===== config.mk =====
export PLATFORM = sky130hd
export DESIGN_NAME = rx_buf_ring
export DESIGN_NICKNAME = d
export VERILOG_FILES = /design/src/rtl/rbr_pkg.sv /design/src/rtl/rbr_ptr_regs.sv /design/src/rtl/rbr_fetch_eng.sv /design/src/rtl/rbr_req_ctl.sv /design/src/rtl/rx_buf_ring.sv
export SDC_FILE = /design/constraint.sdc
export NUM_CORES = 1
export LEC_CHECK = 0
export ABC_AREA = 1
export BUFFER_PORTS_ARGS = -buffer_cell sky130_fd_sc_hd__buf_2
export CORE_MARGIN = 8
export CORE_UTILIZATION = 45
export DETAILED_ROUTE_END_ITERATION = 8
export HOLD_SLACK_MARGIN = 0.03
export PLACE_DENSITY = 0.64
export SYNTH_ARGS = -nofsm -noshare
export SYNTH_HDL_FRONTEND = slang
export SYNTH_SLANG_ARGS = --single-unit

===== constraint.sdc =====
create_clock -name clk -period 9.53 [get_ports clk]
set_clock_uncertainty 0.2 [all_clocks]
set_input_delay 1.906 -clock clk [delete_from_list [all_inputs] [get_ports clk]]
set_output_delay 1.906 -clock clk [all_outputs]
set_load 0.005 [all_outputs]

===== src/rtl/rbr_pkg.sv =====
// Shared definitions for the receive buffer ring manager.
// Assumes a descriptor of exactly four words.
package rbr_pkg;
    typedef enum logic [2:0] {
        SEL_BASE   = 3'd0,
        SEL_LIMIT  = 3'd1,
        SEL_RDPTR  = 3'd2,
        SEL_WRPTR  = 3'd3,
        SEL_SEG    = 3'd4,
        SEL_THRESH = 3'd5
    } rbr_sel_e;

    typedef enum logic [1:0] {
        FE_IDLE,
        FE_ISSUE,
        FE_WAIT
    } fe_state_e;

    localparam int unsigned N_PTRS      = 4;
    localparam int unsigned ENTRY_WORDS = 4;
endpackage


===== src/rtl/rbr_ptr_regs.sv =====
// Ring pointer, segment and threshold registers with alignment masking.
// Assumes the read pointer load from the fetch engine wins over a
// software write in the same cycle.
module rbr_ptr_regs
    import rbr_pkg::*;
#(
    parameter int unsigned     DW        = 16,
    parameter logic [DW-1:0]   THR_RESET = 16'h02F8
) (
    input  logic          clk,
    input  logic          rst_n,
    input  logic          wide,
    input  logic          wr_en,
    input  logic [2:0]    sel,
    input  logic [DW-1:0] wr_data,
    output logic [DW-1:0] rd_data,
    input  logic          load_rp,
    input  logic [DW-1:0] load_val,
    output logic [DW-1:0] base,
    output logic [DW-1:0] limit,
    output logic [DW-1:0] rd_ptr,
    output logic [DW-1:0] wr_ptr,
    output logic [DW-1:0] seg,
    output logic [DW-1:0] thresh
);
    logic [DW-1:0] align_mask;
    logic [DW-1:0] ptr_q [N_PTRS];
    logic [DW-1:0] ptr_d [N_PTRS];
    logic [DW-1:0] seg_q;
    logic [DW-1:0] thr_q;

    assign align_mask = wide ? ~DW'(3) : ~DW'(1);

    // Next value of each ring pointer; only the read pointer takes loads
    generate
        for (genvar g = 0; g < N_PTRS; g++) begin : g_ptr
            localparam logic [2:0] MY_SEL = 3'(g);
            if (g == int'(SEL_RDPTR)) begin : g_rd
                assign ptr_d[g] = load_rp ? load_val :
                                  (wr_en && sel == MY_SEL) ? (wr_data & align_mask) :
                                  ptr_q[g];
            end else begin : g_plain
                assign ptr_d[g] = (wr_en && sel == MY_SEL) ? (wr_data & align_mask) :
                                  ptr_q[g];
            end
        end
    endgenerate

    // Pointer storage
    always_ff @(posedge clk) begin
        for (int i = 0; i < N_PTRS; i++) begin
            if (!rst_n) ptr_q[i] <= '0;
            else        ptr_q[i] <= ptr_d[i];
        end
    end

    // Segment and threshold storage, unmasked
    always_ff @(posedge clk) begin
        if (!rst_n) begin
            seg_q <= '0;
            thr_q <= THR_RESET;
        end else if (wr_en) begin
            if (sel == SEL_SEG)    seg_q <= wr_data;
            if (sel == SEL_THRESH) thr_q <= wr_data;
        end
    end

    // Readback multiplexer
    always_comb begin
        case (sel)
            SEL_BASE:   rd_data = ptr_q[0];
            SEL_LIMIT:  rd_data = ptr_q[1];
            SEL_RDPTR:  rd_data = ptr_q[2];
            SEL_WRPTR:  rd_data = ptr_q[3];
            SEL_SEG:    rd_data = seg_q;
            SEL_THRESH: rd_data = thr_q;
            default:    rd_data = '0;
        endcase
    end

    assign base   = ptr_q[0];
    assign limit  = ptr_q[1];
    assign rd_ptr = ptr_q[2];
    assign wr_ptr = ptr_q[3];
    assign seg    = seg_q;
    assign thresh = thr_q;

    AST_WRAP_LIMIT: assert property (@(posedge clk) disable iff (!rst_n)
        load_rp |-> (load_val != ptr_q[1] || load_val == ptr_q[0]));
    AST_RD_ALIGN: assert property (@(posedge clk) disable iff (!rst_n)
        load_rp |=> (ptr_q[2][0] == 1'b0));
endmodule


===== src/rtl/rbr_fetch_eng.sv =====
// Descriptor fetch engine: issues one word request at a time, gathers
// the four descriptor words, computes the advanced and wrapped read
// pointer, and keeps the buffer address and remaining word count.
// Assumes memory returns exactly one mem_valid per request.
module rbr_fetch_eng
    import rbr_pkg::*;
#(
    parameter int unsigned DW = 16
) (
    input  logic            clk,
    input  logic            rst_n,
    input  logic            wide,
    input  logic            start,
    input  logic [DW-1:0]   seg,
    input  logic [DW-1:0]   rd_ptr,
    input  logic [DW-1:0]   wr_ptr,
    input  logic [DW-1:0]   base,
    input  logic [DW-1:0]   limit,
    input  logic [DW-1:0]   thresh,
    input  logic            pkt_done,
    input  logic [DW-1:0]   pkt_words,
    output logic            mem_req,
    output logic [2*DW-1:0] mem_addr,
    input  logic            mem_valid,
    input  logic [DW-1:0]   mem_rdata,
    output logic            fe_busy,
    output logic            fe_done,
    output logic            exh_hit,
    output logic            low_space,
    output logic            load_rp,
    output logic [DW-1:0]   load_val,
    output logic [2*DW-1:0] buf_addr,
    output logic [2*DW-1:0] words_left
);
    localparam int unsigned AW = 2 * DW;
    localparam int unsigned IW = $clog2(ENTRY_WORDS);

    fe_state_e       st_q;
    logic [IW-1:0]   idx_q;
    logic [DW-1:0]   cap_q [ENTRY_WORDS-1];
    logic [DW-1:0]   cap_d [ENTRY_WORDS-1];
    logic [DW-1:0]   word_w [ENTRY_WORDS];
    logic            capture;
    logic            last;
    logic [DW-1:0]   stride;
    logic [DW-1:0]   rp_adv;
    logic [DW-1:0]   rp_next;
    logic [AW-1:0]   offs;
    logic [AW-1:0]   buf_q;
    logic [AW-1:0]   cnt_q;
    logic [AW-1:0]   cnt_after;

    assign capture = (st_q == FE_WAIT) && mem_valid;
    assign last    = capture && (idx_q == IW'(ENTRY_WORDS - 1));

    // Word assembly: earlier words from capture registers, the last one live
    generate
        for (genvar g = 0; g < ENTRY_WORDS; g++) begin : g_word
            if (g < ENTRY_WORDS - 1) begin : g_held
                assign cap_d[g]  = (capture && idx_q == IW'(g)) ? mem_rdata : cap_q[g];
                assign word_w[g] = cap_q[g];
            end else begin : g_live
                assign word_w[g] = mem_rdata;
            end
        end
    endgenerate

    // Capture registers for the leading descriptor words
    always_ff @(posedge clk) begin
        for (int i = 0; i < ENTRY_WORDS - 1; i++) begin
            if (!rst_n) cap_q[i] <= '0;
            else        cap_q[i] <= cap_d[i];
        end
    end

    // Request sequencing: idle, issue one word, wait for its data
    always_ff @(posedge clk) begin
        if (!rst_n) begin
            st_q  <= FE_IDLE;
            idx_q <= '0;
        end else begin
            case (st_q)
                FE_IDLE: begin
                    if (start) begin
                        st_q  <= FE_ISSUE;
                        idx_q <= '0;
                    end
                end
                FE_ISSUE: st_q <= FE_WAIT;
                FE_WAIT: begin
                    if (last) begin
                        st_q <= FE_IDLE;
                    end else if (capture) begin
                        st_q  <= FE_ISSUE;
                        idx_q <= idx_q + 1'b1;
                    end
                end
                default: st_q <= FE_IDLE;
            endcase
        end
    end

    // Address of the current word and the pointer after this entry
    always_comb begin
        offs     = wide ? (AW'(idx_q) << 2) : (AW'(idx_q) << 1);
        mem_addr = {seg, rd_ptr} + offs;
        stride   = wide ? DW'(4 * ENTRY_WORDS) : DW'(2 * ENTRY_WORDS);
        rp_adv   = rd_ptr + stride;
        rp_next  = (rp_adv == limit) ? base : rp_adv;
    end

    assign cnt_after = cnt_q - AW'(pkt_words);

    // Buffer address and remaining count: load on fetch, shrink per packet
    always_ff @(posedge clk) begin
        if (!rst_n) begin
            buf_q <= '0;
            cnt_q <= '0;
        end else if (last) begin
            buf_q <= {word_w[1], word_w[0]};
            cnt_q <= {word_w[3], word_w[2]};
        end else if (pkt_done) begin
            cnt_q <= cnt_after;
        end
    end

    assign mem_req    = (st_q == FE_ISSUE);
    assign fe_busy    = (st_q != FE_IDLE);
    assign fe_done    = last;
    assign load_rp    = last;
    assign load_val   = rp_next;
    assign exh_hit    = last && (rp_next == wr_ptr);
    assign low_space  = pkt_done && !last && (cnt_after < AW'(thresh));
    assign buf_addr   = buf_q;
    assign words_left = cnt_q;

    AST_SINGLE_REQ: assert property (@(posedge clk) disable iff (!rst_n)
        mem_req |=> !mem_req);
    AST_DATA_AFTER_REQ: assert property (@(posedge clk) disable iff (!rst_n)
        mem_req |=> (st_q == FE_WAIT));
endmodule


===== src/rtl/rbr_req_ctl.sv =====
// Request merging and status flags: merges the three fetch sources
// into one pending bit, starts the engine when idle, and keeps the
// command bit, the exhausted flag and the halt flag.
// Assumes the engine reports completion with a one-cycle fe_done.
module rbr_req_ctl (
    input  logic clk,
    input  logic rst_n,
    input  logic cmd_fetch,
    input  logic exh_clr,
    input  logic low_space,
    input  logic ptr_eq,
    input  logic fe_busy,
    input  logic fe_done,
    input  logic exh_hit,
    output logic start,
    output logic busy,
    output logic fetch_cmd,
    output logic exhausted,
    output logic halt_rx
);
    logic pend_q;
    logic served_q;
    logic cmd_q;
    logic exh_q;
    logic halt_q;
    logic new_req;

    assign new_req = cmd_fetch | (exh_clr & exh_q) | (low_space & ~ptr_eq);
    assign start   = pend_q & ~fe_busy;

    // Pending request bit, merged across sources
    always_ff @(posedge clk) begin
        if (!rst_n) pend_q <= 1'b0;
        else        pend_q <= (pend_q & ~start) | new_req;
    end

    // Command bit, cleared by completion of the fetch it was served by
    always_ff @(posedge clk) begin
        if (!rst_n) begin
            cmd_q    <= 1'b0;
            served_q <= 1'b0;
        end else begin
            if (start)                    served_q <= cmd_q;
            if (cmd_fetch)                cmd_q    <= 1'b1;
            else if (fe_done && served_q) cmd_q    <= 1'b0;
        end
    end

    // Exhausted flag: set by the ring check, write-one-to-clear
    always_ff @(posedge clk) begin
        if (!rst_n)       exh_q <= 1'b0;
        else if (exh_hit) exh_q <= 1'b1;
        else if (exh_clr) exh_q <= 1'b0;
    end

    // Halt flag: set on low space with no buffer left, cleared by a fetch
    always_ff @(posedge clk) begin
        if (!rst_n)                     halt_q <= 1'b0;
        else if (fe_done)               halt_q <= 1'b0;
        else if (low_space && ptr_eq)   halt_q <= 1'b1;
    end

    assign busy      = pend_q | fe_busy;
    assign fetch_cmd = cmd_q;
    assign exhausted = exh_q;
    assign halt_rx   = halt_q;

    AST_HALT_DROP: assert property (@(posedge clk) disable iff (!rst_n)
        fe_done |=> !halt_rx);
    AST_EXH_MARK: assert property (@(posedge clk) disable iff (!rst_n)
        exh_hit |=> exhausted);
    AST_CMD_HOLD: assert property (@(posedge clk) disable iff (!rst_n)
        (cmd_q && !fe_done) |=> cmd_q);
    AST_START_IDLE: assert property (@(posedge clk) disable iff (!rst_n)
        start |=> fe_busy);
endmodule


===== src/rtl/rx_buf_ring.sv =====
// Receive buffer ring manager top: ties the register file, the fetch
// engine and the request controller together.
// Assumes pkt_done is not raised in the cycle a fetch completes.
module rx_buf_ring #(
    parameter int unsigned   DW        = 16,
    parameter logic [DW-1:0] THR_RESET = 16'h02F8
) (
    input  logic            clk,
    input  logic            rst_n,
    input  logic            wide_mode,
    input  logic            cfg_we,
    input  logic [2:0]      cfg_sel,
    input  logic [DW-1:0]   cfg_wdata,
    output logic [DW-1:0]   cfg_rdata,
    input  logic            cmd_fetch,
    input  logic            exh_clr,
    input  logic            pkt_done,
    input  logic [DW-1:0]   pkt_words,
    output logic            mem_req,
    output logic [2*DW-1:0] mem_addr,
    input  logic            mem_valid,
    input  logic [DW-1:0]   mem_rdata,
    output logic [2*DW-1:0] buf_addr,
    output logic [2*DW-1:0] words_left,
    output logic [DW-1:0]   rd_ptr,
    output logic            fetch_cmd,
    output logic            busy,
    output logic            exhausted,
    output logic            halt_rx
);
    logic [DW-1:0] base, limit, rp, wp, seg, thresh, load_val;
    logic          load_rp, start, fe_busy, fe_done, exh_hit, low_space;

    rbr_ptr_regs #(.DW(DW), .THR_RESET(THR_RESET)) i_regs (
        .clk(clk), .rst_n(rst_n), .wide(wide_mode),
        .wr_en(cfg_we), .sel(cfg_sel), .wr_data(cfg_wdata), .rd_data(cfg_rdata),
        .load_rp(load_rp), .load_val(load_val),
        .base(base), .limit(limit), .rd_ptr(rp), .wr_ptr(wp),
        .seg(seg), .thresh(thresh)
    );

    rbr_fetch_eng #(.DW(DW)) i_fetch (
        .clk(clk), .rst_n(rst_n), .wide(wide_mode), .start(start),
        .seg(seg), .rd_ptr(rp), .wr_ptr(wp), .base(base), .limit(limit),
        .thresh(thresh), .pkt_done(pkt_done), .pkt_words(pkt_words),
        .mem_req(mem_req), .mem_addr(mem_addr),
        .mem_valid(mem_valid), .mem_rdata(mem_rdata),
        .fe_busy(fe_busy), .fe_done(fe_done), .exh_hit(exh_hit),
        .low_space(low_space), .load_rp(load_rp), .load_val(load_val),
        .buf_addr(buf_addr), .words_left(words_left)
    );

    rbr_req_ctl i_ctl (
        .clk(clk), .rst_n(rst_n), .cmd_fetch(cmd_fetch), .exh_clr(exh_clr),
        .low_space(low_space), .ptr_eq(rp == wp), .fe_busy(fe_busy),
        .fe_done(fe_done), .exh_hit(exh_hit), .start(start), .busy(busy),
        .fetch_cmd(fetch_cmd), .exhausted(exhausted), .halt_rx(halt_rx)
    );

    assign rd_ptr = rp;

    AST_REQ_BUSY: assert property (@(posedge clk) disable iff (!rst_n)
        mem_req |-> busy);
endmodule


Word-level counts from Yosys, hierarchy flattened
Memories as Yosys holds them, arrays and structs flattened.
Cells that the tools add are included.
{ "totals": {"in_bits": 59, "ram_bits": 112, "memories": 2, "register_bits": 105, "out_inout_bits": 133} }
{ "mem_list": {"columns": ["name", "depth", "width", "rd", "rd_clocked_by_memory_dff", "wr", "line", "text"], "rows": [
  ["i_regs.ptr_q", 4, 16, 4, 0, 4, "rbr_ptr_regs.sv:27", "logic [DW-1:0] ptr_q [N_PTRS];"],
  ["i_fetch.cap_q", 3, 16, 3, 0, 3, "rbr_fetch_eng.sv:40", "logic [DW-1:0] cap_q [ENTRY_WORDS-1];"]
]} }
{ "classes": {"n_lt_le_gt_ge": 1, "eq_ne": 17, "reduce_logical": 28, "muxes": 36, "n_bitwise": 20, "n_addsub": 4} }
{ "op_table": {"columns": ["operator", "n"], "rows": [
  ["$mux 16", 16],
  ["$pmux 16 s6", 1],
  ["$mux 32", 2],
  ["$eq 16x16->1", 3],
  ["$add 32x32->32", 1],
  ["$lt 32x16->1", 1],
  ["$sub 32x16->32", 1],
  ["$add 16x16->16", 1],
  ["$and 16x16->16", 1],
  ["$logic_and 1x1->1", 14],
  ["$mux 2", 7],
  ["$or 1x1->1", 11],
  ["$reduce_bool 2->1", 5],
  ["$eq 2x2->1 const B", 3],
  ["$eq 3x2->1 const B", 2],
  ["$eq 3x3->1 const B", 2],
  ["$mux 1", 6],
  ["$pmux 2 s3", 1],
  ["$reduce_and 2->1", 3],
  ["$mux 5", 1],
  ["$and 1x1->1", 4],
  ["$eq 2x1->1 const B", 2],
  ["$logic_not 2->1", 2],
  ["$mux 4", 1],
  ["other kinds (11)", 15]
]} }

Depth between registers and ports, before layout
Gate-level depths: netlist (run 1).
{ "depth": {"word_depth": 9, "mapped_depth": 24, "ltp_nobuf": 23} }

By module
Synthesis (run 1) repeated with hierarchy kept, for this count alone.
{ "hier_totals": {"cells_unflattened": 2031, "area_unflattened_um2": 12878.6} }
{ "modules_own_cells": {"columns": ["module", "cells_each", "seq_area_each_um2", "instances", "area_per_inst_um2"], "rows": [
  ["rbr_fetch_eng", 1253, 2322.2, 1, 7975.1],
  ["rbr_ptr_regs", 696, 1861.8, 1, 4444.3],
  ["rx_buf_ring", 51, 0.0, 1, 246.5],
  ["rbr_req_ctl", 31, 100.1, 1, 212.7]
]} }

Least setup slack after synthesis (run 1)
OpenSTA, ideal clock, no wires.
{ "synth_path": {"path_kind": "input to output", "startpoint": "input wide_mode", "endpoint": "output mem_addr[30]", "arrival_time_ps": 4088, "setup_slack_ps": 3336, "required_ps": 7424, "path_stages": 15, "n_path_buf": 0, "cell_sequence": "o21ai_0 inv_1 ha_1 nand3_1 nand2_1 nand2_1 nor2_1 inv_1 nor2_1 nand4_1 nor4_2 nand3_1 nor4_2 nand2_1 xor2_1"} }
{ "synth_via": {"elab_chain_len": 2} }
{ "synth_lines": {"columns": ["element", "line", "text"], "rows": [
  ["start: declaration", "rx_buf_ring.sv:10", "input logic wide_mode,"],
  ["$mux 4", "rbr_fetch_eng.sv:105", "offs = wide ? (AW'(idx_q) << 2) : (AW'(idx_q) << 1);"],
  ["$add 32x32->32", "rbr_fetch_eng.sv:106", "mem_addr = {seg, rd_ptr} + offs;"],
  ["end: declaration", "rx_buf_ring.sv:20", "output logic [2*DW-1:0] mem_addr,"]
]} }
No other way between the ends.

Worst setup path in the final report (run 1)
Ends and elaborated chain as after synthesis.

==> summary.txt, run 1 <==
Clocking
  – Reg clk slew, reported paths: 0.06 ns
  – Clock buffer depth: 3
  – Inserted Clock Buffers: 24
  – Max H-tree Level: 1
  – Root buffer cell: clkbuf_16
  – TritonCTS clock tree: yes
  – CTS Hold Buffers Added: 0
  – Clock Latency Late Sink: 0.53 ns
  – # resized after CTS: 0
  – Setup repair bufs after CTS: 0
  – Clk sinks: 214

Timing
  – Least-Margin Pin Slew: 1.10 ns
  – Period utilization: 0.740
  – Rel. slew slack: 0.268
  – Final worst-path setup slack: 2.48 ns
  – Finish-stage setup viols: 0
  – RSZ-0062 raised after global routing: false
  – Min Tclk post-route: 7.05 ns
  – Fmax: 142 MHz
  – Hold Vio Cnt, Final: 0
  – Pins Over Slew Limit: 0
  – Fin Setup TNS: 0 ns

Status
  – Status: finished clean

Layout
  – Filler cell count: 2,673
  – Share of cells above drive strength 1: 0.140
  – Antenna Cells: 0
  – Net count, final: 2,047
  – Area growth, synth to finish: 16.8%
  – Post-route cell area: 14,200 µm²

Logic synthesis
  – Simple-Gate Fraction of Synth Area: 0.272
  – Post-Synth XOR/XNOR Area: 0.0418
  – Post-Syn Area: 12,200 µm²
  – Mux share of post-synthesis cell area: 0
  – Largest family of logic cells by synthesized area: simple AND/OR/NAND/NOR gates
  – Sequential share of the synthesized area: 0.353
  – Syn Area/Cell: 6.72 µm²
  – Synth Area in Adders: 0.0461
  – Mapped Nets: 1,911
  – Cells after Synth: 1,809
  – Synth warnings: 0
  – Post-synthesis compound-gate area fraction: 0.194
  – Unique masters post-synth: 43
  – Yosys reg bits: 214

Floorplan
  – Core area: 26,700 µm²
  – Cell Rows: 60
  – Number of I/O pins: 192
  – Die area: 32,500 µm²
  – Die height: 180 µm
  – Initial core utilization: 0.455
  – Die X: 180 µm

Global routing
  – GRT Overall Usage: 0.254
  – Pin count of the biggest net entering global routing: 100
  – First-pass GRT wire length: 67.6 mm
  – Initial antenna violation count: 1
  – GR Overflow Total: 0
  – Vias in the first global route: 12,200

Placement
  – GPL Wtd Cong: 0.952
  – DP Wirelength: 31.3 mm
  – Port Buffers: 191
  – DP Area: 13,200 µm²
  – DP Worst Slack: 2.51 ns

Routing
  – Starting DRC count in detailed routing: 1,094
  – Vias per cell: 5.51
  – DR vias: 12,700
  – Antenna viol nets, final: 0
  – DRT Wirelength: 43.2 mm
  – # DRC: 0
  – Drt first pass iters: 7
  – DR WL/cell: 18.7 µm

Critical path
  – Setup Crit Path Kind: in -> out
  – Crit end category: output pin
  – Worst Path Required: 7.42 ns
  – Crit start category: primary input
  – WP data arrival: 4.94 ns
  – Reg2reg setup slack: 5.20 ns
  – Largest fanout on the critical path: 6

Power and ir drop
  – PwrDens: 190 nW/µm²
  – P_leak: 6.51 nW
  – Worst VDD drop: 0.109 mV

Hold path
  – Hold Path Class: reg -> reg

Job
  – Max Cap Viol: 0
## where the power goes
part / leakage (nW) / internal (W) / total, W / switching [W]
clock: 0.460 / 0.000723 / 0.00112 / 0.000397
combinational: 4.32 / 0.000211 / 0.000589 / 0.000379
sequential: 1.74 / 0.000936 / 0.000985 / 0.0000491
total: 6.51 / 0.00187 / 0.00269 / 0.000825
## cell usage in the layout (no fill, tap or decap), drive strengths merged, types with 3 or more instances in the layout
master     n
a2111oi    3
a21oi    173
a22oi     14
a31oi     35
buf      200
bufinv     9
clkbuf    29
clkinv     5
dfxtp    214
fa         3
ha        40
inv      198
nand2    406
nand3    136
nand3b     6
nand4     16
nor2     184
nor3      19
nor4       8
o211ai    14
o21a      12
o21ai    138
o21bai     3
o221ai     3
o22ai     21
or2        6
xnor2     11
xor2      47
## area by class of cell
class / instances / area, µm² / share of cell area
Multi-Input combinational cell: 1306 / 6760 / 0.476
Inverter: 199 / 747 / 0.0526
Sequential cell: 214 / 4280 / 0.302
Tap cell: 341 / 427 / 0.0301
Clock buffer: 29 / 639 / 0.0450
Timing Repair Buffer: 200 / 1030 / 0.0723
Clock inverter: 15 / 317 / 0.0223
## sequential cells by signal, summed over array words and instances (netlist names)
signal              count
i_ctl.pend_q            1
i_ctl.halt_rx           1
i_fetch.st_q            2
i_fetch.buf_addr       32
i_regs.thresh          16
i_regs.seg             16
i_ctl.exhausted         1
i_ctl.served_q          1
i_fetch.words_left     32
i_regs.ptr_q           61
i_fetch.idx_q           2
i_ctl.fetch_cmd         1
i_fetch.cap_q          48
## per-stage QoR
| stage | utilization | instances | hold WS, ns | total power (W) |
|---|---|---|---|---|
| 6_report | 0.531 | 2304 | 0.250 | 0.00269 |
| 5_1_grt | 0.531 | 2304 | 0.274 | 0.00282 |
| 4_1_cts | 0.531 | 2304 | 0.250 | 0.00270 |
| 3_5_place_dp | 0.495 | 2260 | 0.243 | 0.00159 |
| 3_3_place_gp | 0.495 | 2260 | 0.234 | 0.00158 |
| 2_1_floorplan | - | 1809 | 0.225 | 0.00139 |
## worst max-delay path: stages
cell	delay, ns
buf_2	0.13
o21ai_0	0.30
inv_1	0.09
ha_1	0.28
nand3_1	0.06
nand2_1	0.11
nand2_1	0.06
nor2_1	0.21
inv_1	0.16
nor2_1	0.27
nand4_1	0.21
nor4_2	0.32
nand3_1	0.21
nor4_2	0.26
nand2_1	0.10
xor2_1	0.15
buf_2	0.13
## routing by layer
layer | vias up | track usage | routed length, µm
li1 | 6258 | - | -
met1 | 5815 | 0.334 | 18900
met2 | 540 | 0.407 | 19200
met3 | 85 | 0.0502 | 3490
met4 | 2 | 0.0946 | 1630
met5 | - | 0 | 8
## kinds of logic after synthesis
kind of cell	count (synthesis)
AND/OR/NAND/NOR	781
AO/OA/AOI/OAI	424
flip-flops	214
buffers and inverters	289
adder cells (fa/ha/maj)	43
XOR/XNOR	58
## synth_stat cells, drive strengths merged
| library cell | n | area, µm² |
|---|---|---|
| a2111oi | 3 | 26.3 |
| a211oi | 1 | 7.51 |
| a21boi | 2 | 15.0 |
| a21o | 1 | 7.51 |
| a21oi | 173 | 870 |
| a221oi | 1 | 8.76 |
| a22oi | 14 | 105 |
| a31oi | 35 | 219 |
| buf | 18 | 118 |
| clkbuf | 72 | 270 |
| clkinv | 1 | 3.75 |
| dfxtp | 214 | 4280 |
| fa | 3 | 60.1 |
| ha | 40 | 500 |
| inv | 198 | 743 |
| nand2 | 406 | 1540 |
| nand3 | 136 | 706 |
| nand3b | 6 | 45.0 |
| nand4 | 16 | 100 |
| nor2 | 184 | 726 |
| nor3 | 19 | 95.1 |
| nor4 | 8 | 62.6 |
| o2111ai | 2 | 17.5 |
| o211a | 1 | 10.0 |
| o211ai | 14 | 105 |
| o21a | 12 | 90.1 |
| o21ai | 138 | 691 |
| o21bai | 3 | 22.5 |
| o221ai | 3 | 26.3 |
| o22ai | 21 | 131 |
| or2 | 6 | 37.5 |
| xnor2 | 11 | 96.3 |
| xor2 | 47 | 412 |
## worst paths after layout
| path | cells past startpoint | from | to |
|---|---|---|---|
| hold reg to reg | 2 | i_ctl.served_q | i_ctl.served_q |
| setup reg to reg | 18 | i_fetch.words_left[2] | i_ctl.pend_q |
| hold / removal | 2 | i_ctl.served_q | i_ctl.served_q |
| setup / recovery | 17 | wide_mode | mem_addr[30] |
(Power assumes the default switching activity.)
==> run 2: changes to the inputs <==
--- a/config.mk
+++ b/config.mk
@@ -11,7 +11,7 @@
 export CORE_UTILIZATION = 45
 export DETAILED_ROUTE_END_ITERATION = 8
 export HOLD_SLACK_MARGIN = 0.03
-export PLACE_DENSITY = 0.64
+export PLACE_DENSITY = 0.66
 export SYNTH_ARGS = -nofsm -noshare
 export SYNTH_HDL_FRONTEND = slang
 export SYNTH_SLANG_ARGS = --single-unit
==> constraint.sdc (replaced) <==
create_clock -name clk -period 5.75 [get_ports clk]
set_clock_uncertainty 0.2 [all_clocks]
set_input_delay 1.15 -clock clk [delete_from_list [all_inputs] [get_ports clk]]
set_output_delay 1.15 -clock clk [all_outputs]
set_load 0.005 [all_outputs]
==> run 2 against run 1 <==
  * Critical path depth fell by 2
  * Utilization fell by 0.14 points
  * Sequential share of layout area rose by 0.077 points
  * Hold slack improved by 0.0049 ns
  * Combinational power rose by 68%
  * Non-clock buffer count rose by 3
  * Cell count barely moved
  * Clock-buffer cell count rose by 1
  * Via count rose by 0.18%
  * Critical path type unchanged
  * Largest cell class unchanged
==> summary.txt, run 2 (synthesis results as in run 1) <==
Timing
  – Finish-stage setup viols: 0
  – Fin Setup TNS: 0 ns
  – Pins Over Slew Limit: 0
  – Fmax: 182 MHz
  – Hold Slack: 0.255 ns
  – Hold Vio Cnt, Final: 0
  – Period utilization: 0.955
  – Min Tclk post-route: 5.49 ns
  – RSZ-0062 raised after global routing: false
  – Rel. slew slack: 0.144
  – Least-Margin Pin Slew: 1.25 ns
  – Final worst-path setup slack: 0.259 ns

Floorplan
  – Cell Rows: 60
  – Die X: 180 µm
  – Die area: 32,500 µm²
  – Die height: 180 µm
  – Initial core utilization: 0.455
  – Core area: 26,700 µm²
  – Number of I/O pins: 192

Placement
  – Port Buffers: 191
  – GPL Wtd Cong: 0.955
  – DP Wirelength: 31.6 mm
  – DP Worst Slack: 0.296 ns

Critical path
  – Worst Path Required: 4.40 ns
  – Top cell by count, worst path: nor2_1
  – Crit path max-delay family: simple AND/OR/NAND/NOR gates
  – Critical path buffer and inverter count: 4
  – Setup Crit Path Kind: in -> out
  – Largest stage delay, worst path: 0.41 ns
  – Crit start category: primary input
  – Slowest CP cell: fa_1
  – WP data arrival: 4.14 ns
  – CP cell instances: buf_2 -> nor2_1 -> ha_1 -> inv_1 -> fa_1 -> nor2_1 -> o21ai_0 -> nor2_1 -> inv_1 -> nor4_1 -> nand2_1 -> nor3_1 -> nand4_1 -> xor2_1 -> buf_2
  – Largest fanout on the critical path: 6
  – Crit end category: output pin

Clocking
  – Inserted Clock Buffers: 24
  – Reg clk slew, reported paths: 0.06 ns
  – Clk sinks: 214
  – Setup repair bufs after CTS: 0
  – Clock buffer depth: 3
  – Max H-tree Level: 1
  – Root buffer cell: clkbuf_16
  – Clock Latency Late Sink: 0.55 ns
  – TritonCTS clock tree: yes

Layout
  – Area of the multi-input gates: 6760 µm²
  – Area growth, synth to finish: 16.5%
  – Register area: 4280 µm²
  – Share of cells above drive strength 1: 0.142
  – Max reg flops: 61
  – Most frequent cells in the layout: nand2_1 (400), dfxtp_1 (214), inv_1 (196), buf_2 (190), nor2_1 (174)
  – Biggest register: i_regs.ptr_q
  – Antenna Cells: 0
  – Filler cell count: 2,714
  – Most common cell after layout, fill and taps aside: nand2_1
  – Top Registers: i_regs.ptr_q (61), i_fetch.cap_q (48)
  – Net count, final: 2,050

Global routing
  – Pin count of the biggest net entering global routing: 78
  – GRT Overall Usage: 0.249
  – GR Overflow Total: 0
  – Vias in the first global route: 12,100
  – Initial antenna violation count: 1
  – First-pass GRT wire length: 66.2 mm

Routing
  – # DRC: 0
  – DRT Wirelength: 42.7 mm
  – DR WL/cell: 18.5 µm
  – DR vias: 12,700
  – Vias per cell: 5.52
  – Antenna viol nets, final: 0
  – Starting DRC count in detailed routing: 1,357
  – Drt first pass iters: 5

Power and ir drop
  – Worst VDD drop: 0.199 mV
  – PwrDens: 306 nW/µm²
  – P_leak: 6.50 nW

Status
  – Status: finished clean

Job
  – Max Cap Viol: 0

Hold path
  – Hold Path Class: reg -> reg
## run 2: cell count changes in the layout (fill, tap and decap cells not counted), sizes merged
cell    delta
bufinv     -4
buf        +3
clkinv     +2
clkbuf     +1
## run 2: cell type report
| type | count | share of cell area |
|---|---|---|
| inverter | 199 | 0.0528 |
| tap | 341 | 0.0301 |
| timing repair buffer | 203 | 0.0740 |
| clock buffer | 30 | 0.0475 |
| clock inverter | 13 | 0.0158 |
| multi-input combinational | 1306 | 0.477 |
| sequential | 214 | 0.303 |
## run 2: where the power goes
group          switching [W]  leakage [nW]  internal, W  total (W)
logic               0.000640          4.33     0.000351   0.000990
clock network       0.000653         0.435      0.00106    0.00171
registers          0.0000816          1.74      0.00155    0.00163
## run 2: worst paths after layout
path / startpoint / endpoint / slack (ns) / depth (start not counted)
min reg2reg: i_ctl.halt_rx / i_ctl.halt_rx / 0.25 / 2
max: wide_mode / mem_addr[31] / 0.26 / 15
min: i_ctl.halt_rx / i_ctl.halt_rx / 0.25 / 2
max reg2reg: i_fetch.words_left[2] / i_ctl.pend_q / 1.38 / 18
## run 2: timing repair
| item | CTS | global route |
|---|---|---|
| endpoints found under the setup margin | 0 | 1 |
| hold buffers | 0 | 0 |
| resized for setup | 0 | 1 |
## run 2: routing by layer
layer	part of all wire	GRT usage
met1	0.44	0.324
met2	0.45	0.404
met3	0.076	0.0486
met4	0.033	0.0893
met5	0.00021	0
## run 2: through the flow
step | utilization | instances | power [W] | cell area [µm²]
floorplan | - | 1809 | 0.00231 | 12200
global placement | 0.496 | 2263 | 0.00263 | 13300
detailed placement | 0.496 | 2263 | 0.00264 | 13300
CTS | 0.530 | 2306 | 0.00434 | 14200
global route | 0.530 | 2306 | 0.00454 | 14200
finish | 0.530 | 2306 | 0.00434 | 14200
## run 2: tightest hold or removal path: cells and delay by family (launching register included)
kind                   cells  cell delay [ns]
AO/OA/AOI/OAI              1             0.05
buffers and inverters      1             0.05
flip-flops                 1             0.31
==> run 3: changes to the inputs <==
--- a/config.mk
+++ b/config.mk
@@ -11,7 +11,7 @@
 export CORE_UTILIZATION = 45
 export DETAILED_ROUTE_END_ITERATION = 8
 export HOLD_SLACK_MARGIN = 0.03
-export PLACE_DENSITY = 0.66
+export PLACE_DENSITY = 0.64
 export SYNTH_ARGS = -nofsm -noshare
 export SYNTH_HDL_FRONTEND = slang
 export SYNTH_SLANG_ARGS = --single-unit
==> constraint.sdc (replaced) <==
create_clock -name clk -period 5.3 [get_ports clk]
set_clock_uncertainty 0.2 [all_clocks]
set_input_delay 1.06 -clock clk [delete_from_list [all_inputs] [get_ports clk]]
set_output_delay 1.06 -clock clk [all_outputs]
set_load 0.005 [all_outputs]
==> run 3 against run 2 <==
  * Total power increased by 11%
  * Combinational power up 8%
  * Sequential share of layout area is 0.26 points lower
  * Design area is 0.87% higher
  * Die area is the same
  * First-iteration DRC count fell by 16%
  * Via count is 0.84% higher
  * Setup slack lost 0.012 ns
==> summary.txt, run 3 (synthesis results as in run 1) <==
Status
  – Status: finished clean

Routing
  – Drt first pass iters: 5
  – DR vias: 12,800
  – DRT Wirelength: 43.3 mm
  – DR WL/cell: 18.7 µm
  – # DRC: 0
  – Starting DRC count in detailed routing: 1,137
  – Antenna viol nets, final: 0
  – Vias per cell: 5.54

Layout
  – Most common cell after layout, fill and taps aside: nand2_1
  – Net count, final: 2,059
  – Antenna Cells: 0
  – Filler cell count: 2,719
  – Max reg flops: 61
  – Area growth, synth to finish: 17.5%
  – Share of cells above drive strength 1: 0.145
  – Most frequent cells in the layout: nand2_1 (400), dfxtp_1 (214), inv_1 (196), buf_2 (190), nor2_1 (173)
  – Top Registers: i_regs.ptr_q (61), i_fetch.cap_q (48)
  – Biggest register: i_regs.ptr_q

Clocking
  – Max H-tree Level: 1
  – TritonCTS clock tree: yes
  – Root buffer cell: clkbuf_16
  – # resized after CTS: 0
  – Inserted Clock Buffers: 24
  – CTS Hold Buffers Added: 0
  – Setup repair bufs after CTS: 0
  – Reg clk slew, reported paths: 0.06 ns
  – Clk sinks: 214
  – Clock buffer depth: 3
  – Clock Latency Late Sink: 0.53 ns

Floorplan
  – Number of I/O pins: 192
  – Die height: 180 µm
  – Cell Rows: 60
  – Initial core utilization: 0.455
  – Die X: 180 µm
  – Core area: 26,700 µm²
  – Die area: 32,500 µm²

Placement
  – DP Worst Slack: 0.0735 ns
  – GPL Wtd Cong: 0.952
  – DP Wirelength: 32.2 mm
  – Port Buffers: 191

Critical path
  – Worst Path Required: 4.04 ns
  – Top cell by count, worst path: nand2_1
  – Largest stage delay, worst path: 0.27 ns
  – Crit path max-delay family: simple AND/OR/NAND/NOR gates
  – Largest fanout on the critical path: 6
  – Critical path buffer and inverter count: 4
  – WP data arrival: 3.79 ns
  – Crit start category: primary input
  – Setup Crit Path Kind: in -> out
  – Slowest CP cell: ha_1
  – CP cell instances: buf_2 -> o21ai_1 -> inv_1 -> ha_1 -> nand3_1 -> nand2_1 -> nand2_1 -> nor2_1 -> inv_1 -> nor2_2 -> nand4_1 -> nor4_2 -> nand3_1 -> nor4_2 -> nand2_1 -> xor2_1 -> buf_2
  – Crit end category: output pin

Timing
  – Pins Over Slew Limit: 0
  – Least-Margin Pin Slew: 1.13 ns
  – RSZ-0062 raised after global routing: false
  – Finish-stage setup viols: 0
  – Min Tclk post-route: 5.05 ns
  – Rel. slew slack: 0.225
  – Fmax: 198 MHz
  – Fin Setup TNS: 0 ns
  – Final worst-path setup slack: 0.248 ns
  – Hold Vio Cnt, Final: 0
  – Period utilization: 0.953

Global routing
  – Vias in the first global route: 12,200
  – Pin count of the biggest net entering global routing: 71
  – First-pass GRT wire length: 68.3 mm
  – GR Overflow Total: 0
  – Initial antenna violation count: 1
  – GRT Overall Usage: 0.255

Power and ir drop
  – PwrDens: 338 nW/µm²
  – P_leak: 6.57 nW
  – Worst VDD drop: 0.220 mV

Hold path
  – Hold Path Class: reg -> reg

Job
  – Max Cap Viol: 0
## run 3: changes by cell type in the layout (fill, tap and decap cells not counted), sizes merged
cell	before	now
bufinv	5	9
buf	203	212
clkinv	7	4
## run 3: metal layers
metal | share of wire | GRT usage | up-vias
met1 | 0.44 | 0.334 | 5892
met3 | 0.079 | 0.0448 | 98
met2 | 0.44 | 0.409 | 571
met5 | 0.00028 | 0 | -
met4 | 0.041 | 0.108 | 2
li1 | - | - | 6267
## run 3: worst register-to-register path: stages, from the launching register on
cell and delay (ns):
dfxtp_1 0.39, ha_1 0.31, a21oi_1 0.14, nand2_1 0.11
a21boi_0 0.46, o21ai_0 0.27, nand2_1 0.10, nand2_1 0.12
xor2_1 0.29, ha_1 0.32, nand2_1 0.08, nor2_1 0.04
a2111oi_0 0.53, nand2_1 0.13, nor2_1 0.12, nand3_1 0.08
nor2_1 0.20, nand4_1 0.16, a21oi_1 0.15
## run 3: metrics by stage
stage / hold slack, ns / area [µm²] / utilization / cells / total power (W)
2_1_floorplan: 0.225 / 12200 / - / 1809 / 0.00250
3_3_place_gp: 0.236 / 13300 / 0.499 / 2272 / 0.00285
4_1_cts: 0.256 / 14300 / 0.534 / 2316 / 0.00485
5_1_grt: 0.273 / 14300 / 0.534 / 2316 / 0.00506
6_report: 0.254 / 14300 / 0.534 / 2316 / 0.00483
3_5_place_dp: 0.243 / 13300 / 0.499 / 2272 / 0.00286
## run 3: power breakdown
part           internal, W  leakage [nW]  total [W]  switching [W]
Clock              0.00129         0.451    0.00200       0.000707
Sequential         0.00168          1.74    0.00177      0.0000860
Combinational     0.000383          4.38    0.00107       0.000684
## run 3: final cells by class
cell class | instances | area [µm²] | area share
well taps | 341 | 427 | 0.0299
repair buffers | 212 | 1120 | 0.0781
clock buffers | 30 | 633 | 0.0443
flip-flops and latches | 214 | 4280 | 0.300
clock inverters | 14 | 312 | 0.0218
multi-input cells | 1306 | 6760 | 0.474
inverters | 199 | 747 | 0.0523
## run 3: path summary, 6_finish.rpt
kind                                             from             end  slack, ns  cells after the start
worst max register to register  i_fetch.words_left[2]    i_ctl.pend_q       1.06                     18
worst min register to register         i_ctl.served_q  i_ctl.served_q       0.25                      2
worst min-delay path                   i_ctl.served_q  i_ctl.served_q       0.25                      2
worst max-delay path                        wide_mode    mem_addr[30]       0.25                     17
